**config.mk**
```make
export PLATFORM = sky130hd
export DESIGN_NAME = spi_port_ctrl
export DESIGN_NICKNAME = d
export VERILOG_FILES = /design/src/rtl/spi_port_pkg.sv /design/src/rtl/spi_shift_core.sv /design/src/rtl/spi_pin_mux.sv /design/src/rtl/spi_port_ctrl.sv
export SDC_FILE = /design/constraint.sdc
export NUM_CORES = 1
export LEC_CHECK = 0
export BUFFER_PORTS_ARGS = -buffer_cell sky130_fd_sc_hd__buf_2
export CAP_MARGIN = 20
export CORE_UTILIZATION = 26
export DETAILED_ROUTE_END_ITERATION = 8
export PLACE_DENSITY = 0.53
export SYNTH_ARGS = -nofsm -noshare
export SYNTH_HDL_FRONTEND = slang
export SYNTH_SLANG_ARGS = --single-unit
```
**constraint.sdc**
```tcl
create_clock -name clk -period 4.15 [get_ports clk]
set_input_delay 0.83 -clock clk [delete_from_list [all_inputs] [get_ports clk]]
set_output_delay 0.83 -clock clk [all_outputs]
set_load 0.05 [all_outputs]
```
**src/rtl/spi_port_pkg.sv**
```systemverilog
package spi_port_pkg;
  localparam int DW = 8;
  localparam int AW = 3;
  localparam int PW = 3;

  localparam logic [AW-1:0] A_CTRL = 3'd0;
  localparam logic [AW-1:0] A_STAT = 3'd1;
  localparam logic [AW-1:0] A_DATA = 3'd2;
  localparam logic [AW-1:0] A_PORT = 3'd3;
  localparam logic [AW-1:0] A_DIR  = 3'd4;

  localparam int CT_EN   = 0;
  localparam int CT_MS   = 1;
  localparam int ST_DONE = 7;
  localparam int ST_COLL = 6;

  localparam int PIN_SDI = 0;
  localparam int PIN_SDO = 1;
  localparam int PIN_SCK = 2;
endpackage

```
**src/rtl/spi_shift_core.sv**
```systemverilog
module spi_shift_core #(
  parameter int W = 8
) (
  input  logic         clk,
  input  logic         rst_n,
  input  logic         en,
  input  logic         master,
  input  logic         tick,
  input  logic         load,
  input  logic [W-1:0] load_byte,
  input  logic         sck_pin,
  input  logic         sdi_pin,
  output logic         busy,
  output logic         sck_out,
  output logic         sdo,
  output logic         done_evt,
  output logic [W-1:0] rx_byte
);
  localparam int CW = $clog2(W);
  localparam logic [CW-1:0] LAST = CW'(W - 1);

  logic [W-1:0]  sreg;
  logic [CW-1:0] bcnt;
  logic          samp, sck_q, busy_q;
  logic          sck_s, sck_d, sdi_s;
  logic          rise, fall, last;

  always_comb begin
    if (master) begin
      rise = en && tick && busy_q && !sck_q;
      fall = en && tick && busy_q && sck_q;
    end else begin
      rise = en && sck_s && !sck_d;
      fall = en && !sck_s && sck_d && busy_q;
    end
  end

  assign last     = (bcnt == LAST);
  assign done_evt = fall && last;
  assign rx_byte  = {sreg[W-2:0], samp};
  assign busy     = busy_q;
  assign sck_out  = sck_q;
  assign sdo      = sreg[W-1];

  always_ff @(posedge clk) begin
    if (!rst_n) begin
      sreg <= '0; bcnt <= '0; samp <= 1'b0; sck_q <= 1'b0; busy_q <= 1'b0;
      sck_s <= 1'b0; sck_d <= 1'b0; sdi_s <= 1'b0;
    end else begin
      sck_s <= sck_pin;
      sck_d <= sck_s;
      sdi_s <= sdi_pin;
      if (!en) begin
        busy_q <= 1'b0;
        sck_q  <= 1'b0;
        bcnt   <= '0;
      end else begin
        if (load) begin
          sreg <= load_byte;
          if (master) busy_q <= 1'b1;
        end
        if (rise) begin
          samp <= sdi_s;
          if (master) sck_q <= 1'b1;
          else        busy_q <= 1'b1;
        end
        if (fall) begin
          sreg <= {sreg[W-2:0], samp};
          bcnt <= bcnt + 1'b1;
          if (master) sck_q <= 1'b0;
          if (last)   busy_q <= 1'b0;
        end
      end
    end
  end


  load_idle_chk: assert property (@(posedge clk) disable iff (!rst_n) load |-> !busy_q);

  sck_idle_chk: assert property (@(posedge clk) disable iff (!rst_n) !busy_q |-> !sck_q);

  done_end_chk: assert property (@(posedge clk) disable iff (!rst_n) done_evt |=> !busy_q);

  shift_hold_chk: assert property (@(posedge clk) disable iff (!rst_n)
    (en && master && busy_q && !fall) |=> $stable(sreg));
endmodule

```
**src/rtl/spi_pin_mux.sv**
```systemverilog
module spi_pin_mux
  import spi_port_pkg::*;
(
  input  logic          en,
  input  logic          master,
  input  logic [PW-1:0] latch,
  input  logic [PW-1:0] dir,
  input  logic [PW-1:0] pin_in,
  input  logic          sdo,
  input  logic          sck,
  output logic [PW-1:0] pin_out,
  output logic [PW-1:0] pin_oe,
  output logic [PW-1:0] port_rd
);
  for (genvar i = 0; i < PW; i++) begin : g_rd
    assign port_rd[i] = dir[i] ? latch[i] : pin_in[i];
  end

  always_comb begin
    pin_out = latch;
    pin_oe  = dir;
    if (en) begin
      pin_out[PIN_SDO] = sdo;
      pin_out[PIN_SCK] = sck;
      pin_oe[PIN_SDI]  = 1'b0;
      pin_oe[PIN_SDO]  = 1'b1;
      pin_oe[PIN_SCK]  = master;
    end
  end
endmodule

```
**src/rtl/spi_port_ctrl.sv**
```systemverilog
module spi_port_ctrl
  import spi_port_pkg::*;
(
  input  logic          clk,
  input  logic          rst_n,
  input  logic          tick,
  input  logic          bus_sel,
  input  logic          bus_wr,
  input  logic          bus_rd,
  input  logic [AW-1:0] bus_addr,
  input  logic [DW-1:0] bus_wdata,
  output logic [DW-1:0] bus_rdata,
  input  logic [PW-1:0] pin_in,
  output logic [PW-1:0] pin_out,
  output logic [PW-1:0] pin_oe
);
  logic          en_q, ms_q, done_q, coll_q, armed_q;
  logic [PW-1:0] latch_q, dir_q, port_rd;
  logic [DW-1:0] dreg, rx_byte;
  logic          busy, sck, sdo, done_evt;
  logic          wr_data, rd_data, rd_stat, blocked, load, clr;

  assign wr_data = bus_sel && bus_wr && (bus_addr == A_DATA);
  assign rd_data = bus_sel && bus_rd && (bus_addr == A_DATA);
  assign rd_stat = bus_sel && bus_rd && (bus_addr == A_STAT);
  assign blocked = busy || (done_q && !armed_q);
  assign load    = en_q && wr_data && !blocked;
  assign clr     = armed_q && (rd_data || wr_data);

  spi_shift_core #(.W(DW)) u_core (
    .clk(clk), .rst_n(rst_n), .en(en_q), .master(ms_q), .tick(tick),
    .load(load), .load_byte(bus_wdata),
    .sck_pin(pin_in[PIN_SCK]), .sdi_pin(pin_in[PIN_SDI]),
    .busy(busy), .sck_out(sck), .sdo(sdo), .done_evt(done_evt), .rx_byte(rx_byte)
  );

  spi_pin_mux u_mux (
    .en(en_q), .master(ms_q), .latch(latch_q), .dir(dir_q), .pin_in(pin_in),
    .sdo(sdo), .sck(sck), .pin_out(pin_out), .pin_oe(pin_oe), .port_rd(port_rd)
  );

  always_ff @(posedge clk) begin
    if (!rst_n) begin
      en_q <= 1'b0; ms_q <= 1'b0; done_q <= 1'b0; coll_q <= 1'b0; armed_q <= 1'b0;
      latch_q <= '0; dir_q <= '0;
    end else begin
      if (bus_sel && bus_wr) begin
        case (bus_addr)
          A_CTRL: begin en_q <= bus_wdata[CT_EN]; ms_q <= bus_wdata[CT_MS]; end
          A_PORT: latch_q <= bus_wdata[PW-1:0];
          A_DIR:  dir_q   <= bus_wdata[PW-1:0];
          default: ;
        endcase
      end
      if (clr) begin
        done_q <= 1'b0; coll_q <= 1'b0; armed_q <= 1'b0;
      end
      if (rd_stat && done_q) armed_q <= 1'b1;
      if (en_q && wr_data && blocked) coll_q <= 1'b1;
      if (done_evt) begin
        done_q <= 1'b1; armed_q <= 1'b0;
      end
    end
  end

  always_ff @(posedge clk) begin
    if (!en_q && wr_data) dreg <= bus_wdata;
    else if (done_evt)    dreg <= rx_byte;
  end

  always_comb begin
    bus_rdata = '0;
    case (bus_addr)
      A_CTRL: begin bus_rdata[CT_EN] = en_q; bus_rdata[CT_MS] = ms_q; end
      A_STAT: begin bus_rdata[ST_DONE] = done_q; bus_rdata[ST_COLL] = coll_q; end
      A_DATA: bus_rdata = dreg;
      A_PORT: bus_rdata[PW-1:0] = port_rd;
      A_DIR:  bus_rdata[PW-1:0] = dir_q;
      default: ;
    endcase
  end


  coll_cause_chk: assert property (@(posedge clk) disable iff (!rst_n) $rose(coll_q) |-> $past(wr_data));

  done_clear_chk: assert property (@(posedge clk) disable iff (!rst_n)
    $fell(done_q) |-> $past(rd_data || wr_data));

  data_guard_chk: assert property (@(posedge clk) disable iff (!rst_n)
    (en_q && wr_data && blocked && !done_evt) |=> $stable(dreg));

  done_set_chk: assert property (@(posedge clk) disable iff (!rst_n) done_evt |=> done_q);
endmodule

```
==> results of run 1 <==
-- kinds of logic (layout without fill, tap and decap cells) --
kind of cell             count (synthesis)  after routing  share of synthesized area
multiplexers                            29             29                      0.166
buffers and inverters                   16             46                     0.0405
flip-flops                              36             36                      0.440
adder cells (fa/ha/maj)                  2              2                     0.0137
XOR/XNOR                                 2              2                    0.00962
AO/OA/AOI/OAI                           39             39                      0.136
AND/OR/NAND/NOR                         55             55                      0.194
-- metal layers --
metal | vias to the layer above | GRT usage | wire, microns
met2 | 31 | 0.189 | 1920
met3 | 4 | 0.0260 | 160
li1 | 706 | - | -
met1 | 661 | 0.162 | 2070
met4 | 0 | 0.0545 | 53
met5 | - | 0 | 0
-- cells in the final DEF (no fill, tap or decap), types with 3 or more instances in the layout --
cell type,count
sky130_fd_sc_hd__o21ai_0,10
sky130_fd_sc_hd__mux2_2,10
sky130_fd_sc_hd__and2_1,7
sky130_fd_sc_hd__dfxtp_1,28
sky130_fd_sc_hd__nand3_1,3
sky130_fd_sc_hd__buf_2,33
sky130_fd_sc_hd__nand2_1,6
sky130_fd_sc_hd__nor3b_1,5
sky130_fd_sc_hd__inv_1,4
sky130_fd_sc_hd__o22ai_1,3
sky130_fd_sc_hd__a21oi_1,12
sky130_fd_sc_hd__clkbuf_8,6
sky130_fd_sc_hd__mux2i_1,19
sky130_fd_sc_hd__edfxtp_1,8
sky130_fd_sc_hd__nor2_1,8
sky130_fd_sc_hd__nor2b_1,12
-- worst max-delay path, delay by kind of cell --
family	cells	cell delay (ns)
and+or+nand+nor	1	0.35
buffers and inverters	3	0.71
AOI/OAI and AO/OA	2	0.33
-- state kept, by name, summed over array words and instances (netlist names), named ones only --
| signal | count |
|---|---|
| en_q | 1 |
| coll_q | 1 |
| armed_q | 1 |
| ms_q | 1 |
| dir_q | 3 |
| u_core.bcnt | 3 |
| dreg | 8 |
| u_core.sdi_s | 1 |
| latch_q | 3 |
| u_core.sreg | 8 |
| u_core.busy | 1 |
| u_core.sck_s | 1 |
| u_core.sck_d | 1 |
| done_q | 1 |
| u_core.samp | 1 |
-- worst paths after layout --
check               startpoint            to  cells past startpoint
setup / recovery   bus_addr[0]  bus_rdata[2]                      6
setup reg to reg          en_q       dreg[7]                      2
hold / removal    u_core.sdi_s   u_core.samp                      2
hold reg to reg   u_core.sdi_s   u_core.samp                      2
-- per-stage QoR --
stage               setup slack, ns  instance area, sq um  hold WS [ns]  total power [mW]  std cells
floorplan                      1.12                  1820         0.420             0.414        179
global placement               1.20                  2050         0.431             0.437        297
detailed placement             1.15                  2050         0.432             0.438        297
CTS                            1.14                  2140         0.433             0.694        305
global route                  0.997                  2140         0.486             0.712        305
finish                         1.10                  2140         0.437             0.685        305
-- layout make-up --
class                   count  share of cell area
clock buffers               8              0.0420
inverters                   4             0.00700
flip-flops and latches     36               0.373
multi-input cells         127               0.441
well taps                  96              0.0560
repair buffers             34              0.0805
-- power by group --
| group | leakage (nW) | internal (mW) | switching, mW | total (mW) |
|---|---|---|---|---|
| sequential | 0.284 | 0.360 | 0.00254 | 0.363 |
| clock | 0.0455 | 0.135 | 0.120 | 0.255 |
| combinational | 0.492 | 0.0231 | 0.0435 | 0.0666 |
==> flow_results.org, run 1 <==
** Yosys
- Yosys mapped a number of flops with a built-in enable equal to 8.
- For this run, asynchronously set or reset flops after synthesis account for 0.
- Synthesis produced a netlist with a net count of 201.
- The synthesized netlist contains 43 unique library cells.
- Mapped cell area :: 1820 sq um
- The cell count after synthesis came out at 179.
- In the post-synthesis netlist, the biggest area contributors are sky130_fd_sc_hd__dfxtp_1 (31%), sky130_fd_sc_hd__edfxtp_1 (13%), sky130_fd_sc_hd__mux2i_1 (10%).
- The commonest cells after synthesis are sky130_fd_sc_hd__dfxtp_1 (28), sky130_fd_sc_hd__mux2i_1 (19), sky130_fd_sc_hd__a21oi_1 (12), sky130_fd_sc_hd__nor2b_1 (12).
- Area share of the largest cell type after synthesis :: 0.308
- The largest total area in the synthesized netlist belongs to sky130_fd_sc_hd__dfxtp_1.
- By instance count, the leading cell after synthesis is sky130_fd_sc_hd__dfxtp_1.
- Total of flip-flops plus latches after synthesis :: 36
- The most used flip-flop cell after synthesis is sky130_fd_sc_hd__dfxtp_1.
- Post-Synthesis Mean Instance Area :: 10.2 sq um
- Yosys warning total :: 0
- The share of the Yosys chip area taken by registers is 0.440.

** Floorplan
- Floorplan die height :: 85.7 microns
- Overall die area :: 7340 sq um
- For this configuration, the core starts out at a cell density of 0.268.
- Core ar. :: 6790 sq um
- After floorplanning, the core was divided into 30 placement rows.
- X dimension of the die :: 85.7 microns
- Top-level port count :: 34

** Power and ir drop
- In this run the static leakage power is 0.822 nW.
- IR drop worst, VDD :: 0.147 mV
- Power density over the cells :: 319 nW/um^2

** Setup path
- Flop-to-flop setup slack :: 2.11 ns
- STA classifies the critical path startpoint as an input port.
- STA classifies the critical path endpoint as an output port.
- Ordered cell list for the critical path :: buf_2 -> inv_1 -> nor3b_1 -> a21oi_1 -> o22ai_1 -> buf_2
- Counting stages on the worst path, the most repeated cell is sky130_fd_sc_hd__buf_2.
- Of all nets on the critical path, the largest fanout is 13.
- In this design, the stage delay of the slowest critical-path cell is 0.35 ns.
- STA puts the critical path data arrival time at 2.22 ns.
- Slowest CP cell :: sky130_fd_sc_hd__nor3b_1
- Required time of the critical path :: 3.32 ns
- The setup path with the least slack is of type input port to output port.

** Timing
- FMAX :: 328 MHz
- The final hold violation count was 0.
- In the final timing run, aggregate negative setup slack is 0 ns.
- At the pin with the least slew margin, the transition time is 0.806 ns.
- Total setup violations reported at the end of the flow :: 0
- RSZ-0062 raised after global routing :: false
- In the finished design, the share of the clock period the worst path needs comes to 0.735.
- In this run the tightest slew margin relative to its limit is 0.461.
- The final count of pins violating max slew was 0.
- The worst path needs 3.05 ns of the cycle, external delays included.
- Worst clock skew on the final layout :: 0.00439 ns

** Finish
- Of the cells placed in the final design, the portion with a size suffix greater than 1 is 0.273.
- Growth of design area from synthesis to finish :: 17.8%
- Nets :: 230
- Area occupied by multi-input gates :: 946 sq um
- Count of inserted antenna diode cells :: 0
- Register area :: 801 sq um
- Once layout is complete, the utilization of the core stands at 0.316.
- Number of fill cells in the layout :: 703

** Outcome
- Outcome :: finished, final reports clean

** Routing
- The first routing iteration left 68 violations.
- Total via count after detailed routing :: 1402
- DRT antenna net count :: 0
- In the final routed layout, each cell accounts on average for 13.8 microns.
- After detailed routing, the number of vias per cell comes to 4.60.
- DRC violations left :: 0
- First-pass DRT Iterations :: 6
- After detailed routing, the total wire length is 4200 microns.

** CTS
- Number of hold buffers added after cts :: 0
- The cell sitting at the root of the clock tree is a sky130_fd_sc_hd__clkbuf_8.
- TritonCTS built the clock tree.
- In this run the deepest clock path goes through 2 buffers.
- Clock-pin slew was measured on the worst setup and hold paths at 0.07 ns.
- The clock tree synthesis step divided the H-tree into 2 levels.
- Clock latency on the worst-skew pair, taken at its later pin, is 0.28 ns.
- In this run, CTS created clock tree buffers numbering 5.
- Post-CTS timing repair inserted 0 buffers for setup.
- Number of resized instances in the post-cts repair step :: 0
- TritonCTS Sinks :: 36

** GRT
- The first global-routing pass estimated 6710 microns of wire.
- Largest net degree at the start of global routing :: 26
- For this run, the total global-route usage over all layers was measured as 0.122.
- After global routing the overflow that remains totals 0.
- The number of antenna violations at the first check in global routing was 0.
- Vias in the first global route :: 1350

** Run
- Max-cap violations in this run came to 0.

** Placed design
- Port-buffer cells :: 33
- Routability cong. :: 0.748
- Half-perimeter wire length after placement :: 3060 microns

** Worst hold path
- The path class of the tightest hold or removal check is flip-flop to flip-flop.
(Power assumes the default switching activity.)
==> run 2: changes to the inputs <==
--- a/config.mk
+++ b/config.mk
@@ -9,7 +9,7 @@
 export CAP_MARGIN = 20
 export CORE_UTILIZATION = 26
 export DETAILED_ROUTE_END_ITERATION = 8
-export PLACE_DENSITY = 0.53
+export PLACE_DENSITY = 0.55
 export SYNTH_ARGS = -nofsm -noshare
 export SYNTH_HDL_FRONTEND = slang
 export SYNTH_SLANG_ARGS = --single-unit
==> constraint.sdc (replaced) <==
create_clock -name clk -period 2.8 [get_ports clk]
set_input_delay 0.56 -clock clk [delete_from_list [all_inputs] [get_ports clk]]
set_output_delay 0.56 -clock clk [all_outputs]
set_load 0.05 [all_outputs]
==> run 2 against run 1 <==
Against the previous run:
- count of clock-buffer cells in the layout fell by 3
- critical path depth did not move
- non-clock buffer count rose by 1
- critical path type unchanged
- largest power group unchanged
- highest routed layer unchanged
==> flow_results.org, run 2 (synthesis results as in run 1) <==
** Outcome
- The flow ran to the end, and the final reports show no timing, DRC or antenna violations.

** Placed design
- In this run, placement finished with an instance count of 298.
- After legalization and detailed placement, the total HPWL measured 3100 microns.
- Port-buffer cells :: 33
- Cell area after placement :: 2060 sq um
- At the placement stage, the worst setup path has a slack of 0.354 ns.
- The congestion estimate from routability-driven global placement came to 0.755.

** Timing
- Relative max-transition margin :: 0.475
- The final hold violation count was 0.
- Worst hold slack after final layout :: 0.459 ns
- RSZ-0062 raised after global routing :: false
- Across the routed clock network, the largest skew measured is 0.0107 ns.
- The final count of pins violating max slew was 0.
- FMAX :: 410 MHz
- Setup violations remaining at the end of the flow were counted as 0.
- Crit share post-route :: 0.872
- Adding up every negative setup slack in the final design gives 0 ns.
- Min setup slack post-route :: 0.358 ns
- Slew of the pin with the lowest slew margin :: 0.785 ns
- For the finished layout, the period the worst path requires is 2.44 ns.

** Setup path
- At the worst endpoint, the required time is 2.24 ns.
- Type of element capturing the critical path :: output port
- Crit path DAT :: 1.88 ns
- Crit start category :: input port
- Crit Path Max Fanout :: 13
- The critical path is of the input port to output port type.

** Floorplan
- X dimension of the die :: 85.7 microns
- Initial Util :: 0.268
- Top-level port count :: 34
- Overall die area :: 7340 sq um
- Core ar. :: 6790 sq um
- Measured along the y axis, the die boundary spans 85.7 microns.
- Number of placement rows :: 30

** Finish
- Share of cells above drive strength 1 :: 0.281
- In the final layout, flip-flops and latches occupy 801 sq um.
- The number of antenna diodes in the final layout is 0.
- Growth of design area from synthesis to finish :: 17.8%
- Nets :: 231
- Filler-free cell count of the finished design :: 306
- Fill cells in the final layout number 726.
- Most common cell after layout, fill and taps aside :: sky130_fd_sc_hd__buf_2
- Area occupied by multi-input gates :: 946 sq um
- Once layout is complete, the utilization of the core stands at 0.316.
- The top cell types in the final layout, fill and taps aside, are sky130_fd_sc_hd__buf_2 (33), sky130_fd_sc_hd__dfxtp_1 (28), sky130_fd_sc_hd__mux2i_1 (19).
- The largest registers in the layout are dreg (8), u_core.sreg (8).
- Summing all non-filler instances in the final layout gives an area of 2140 sq um.

** Power and ir drop
- For this design the total switching power over the nets is 263 uW.
- Of the total power, registers draw 0.537.
- Tot Pwr :: 1.00 mW
- Clock group share of total power :: 0.364
- Dividing total power by cell area gives a power density of 467 nW/um^2.
- Of the total power, the share spent switching nets is 0.263.
- Combinational cell fraction of total power :: 0.099
- The internal power of the cells totals 737 uW.
- The analysis attributes to cell leakage a power of 0.827 nW.
- Across the VDD grid, the largest voltage drop is 0.178 mV.

** Routing
- The detail route stage leaves a number of antenna-violating nets equal to 0.
- DRT Wirelength :: 4240 microns
- Dividing the detail-routed wire length by the instance count gives 13.8 microns.
- In the routed layout, each cell is associated on average with a via count of 4.62.
- The routed layout has 1413 vias.
- The first detailed-routing pass ran for 4 iterations.
- The detailed router finished its first iteration with 65 violations.
- In the routed design, unresolved DRC markers number 0.

** GRT
- The first global-routing pass estimated 6860 microns of wire.
- Vias in the first global route :: 1367
- Total Routing Usage GR :: 0.124
- Entering global routing, the biggest net connects 26 pins.
- Antenna violations before repair :: 0
- Overall overflow remaining after global route :: 0

** CTS
- In this run the post-CTS setup repair buffer count came out at 0.
- After clock tree synthesis, the repair step resized 0 gates.
- The clock passes through at most 2 buffers.
- CTS tree :: yes
- Buffers inserted to repair hold after CTS numbered 0.
- In this run the number of H-tree levels came out at 2.
- TritonCTS Buffers :: 5
- Reg clk slew, reported paths :: 0.07 ns
- The root buffer cell chosen for the clock tree is sky130_fd_sc_hd__clkbuf_8.
- Clock network latency to the later pin of the worst-skew pair :: 0.29 ns
- TritonCTS Sinks :: 36

** Worst hold path
- Classification of the worst-slack hold path :: flip-flop to flip-flop

** Run
- Across the run, the number of max-cap violations was 0.
## run 2: final cells by class
type,count,share of cell area
inverter,4,0.00700
sequential,36,0.373
clock inverter,3,0.00642
multi-input combinational,127,0.441
timing repair buffer,35,0.0840
clock buffer,5,0.0321
tap,96,0.0560
## run 2: layer usage
layer  track usage  wire length [microns]
met1         0.159                   2100
met2         0.194                   1890
met3        0.0385                    184
met4        0.0455                     62
met5             0                      0
## run 2: power by group through the flow
| stage | registers [mW] | clock network, mW | logic, mW |
|---|---|---|---|
| floorplan | 0.547 | 0 | 0.0662 |
| detailed placement | 0.550 | 0 | 0.0997 |
| global placement | 0.550 | 0 | 0.0992 |
| finish | 0.538 | 0.364 | 0.0989 |
| CTS | 0.538 | 0.373 | 0.100 |
| global route | 0.538 | 0.390 | 0.108 |
## run 2: path summary, 6_finish.rpt
kind / endpoint / cells past startpoint / slack (ns) / startpoint
min: u_core.samp / 2 / 0.46 / u_core.sdi_s
max reg2reg: dreg[1] / 2 / 0.83 / en_q
max: bus_rdata[2] / 6 / 0.36 / bus_addr[0]
min reg2reg: u_core.samp / 2 / 0.46 / u_core.sdi_s
## run 2: worst max-delay path: stages
cell and delay, ns:
sky130_fd_sc_hd__buf_2 0.25, sky130_fd_sc_hd__inv_1 0.13, sky130_fd_sc_hd__nor3b_1 0.35, sky130_fd_sc_hd__a21oi_1 0.12, sky130_fd_sc_hd__o22ai_1 0.17, sky130_fd_sc_hd__buf_2 0.29
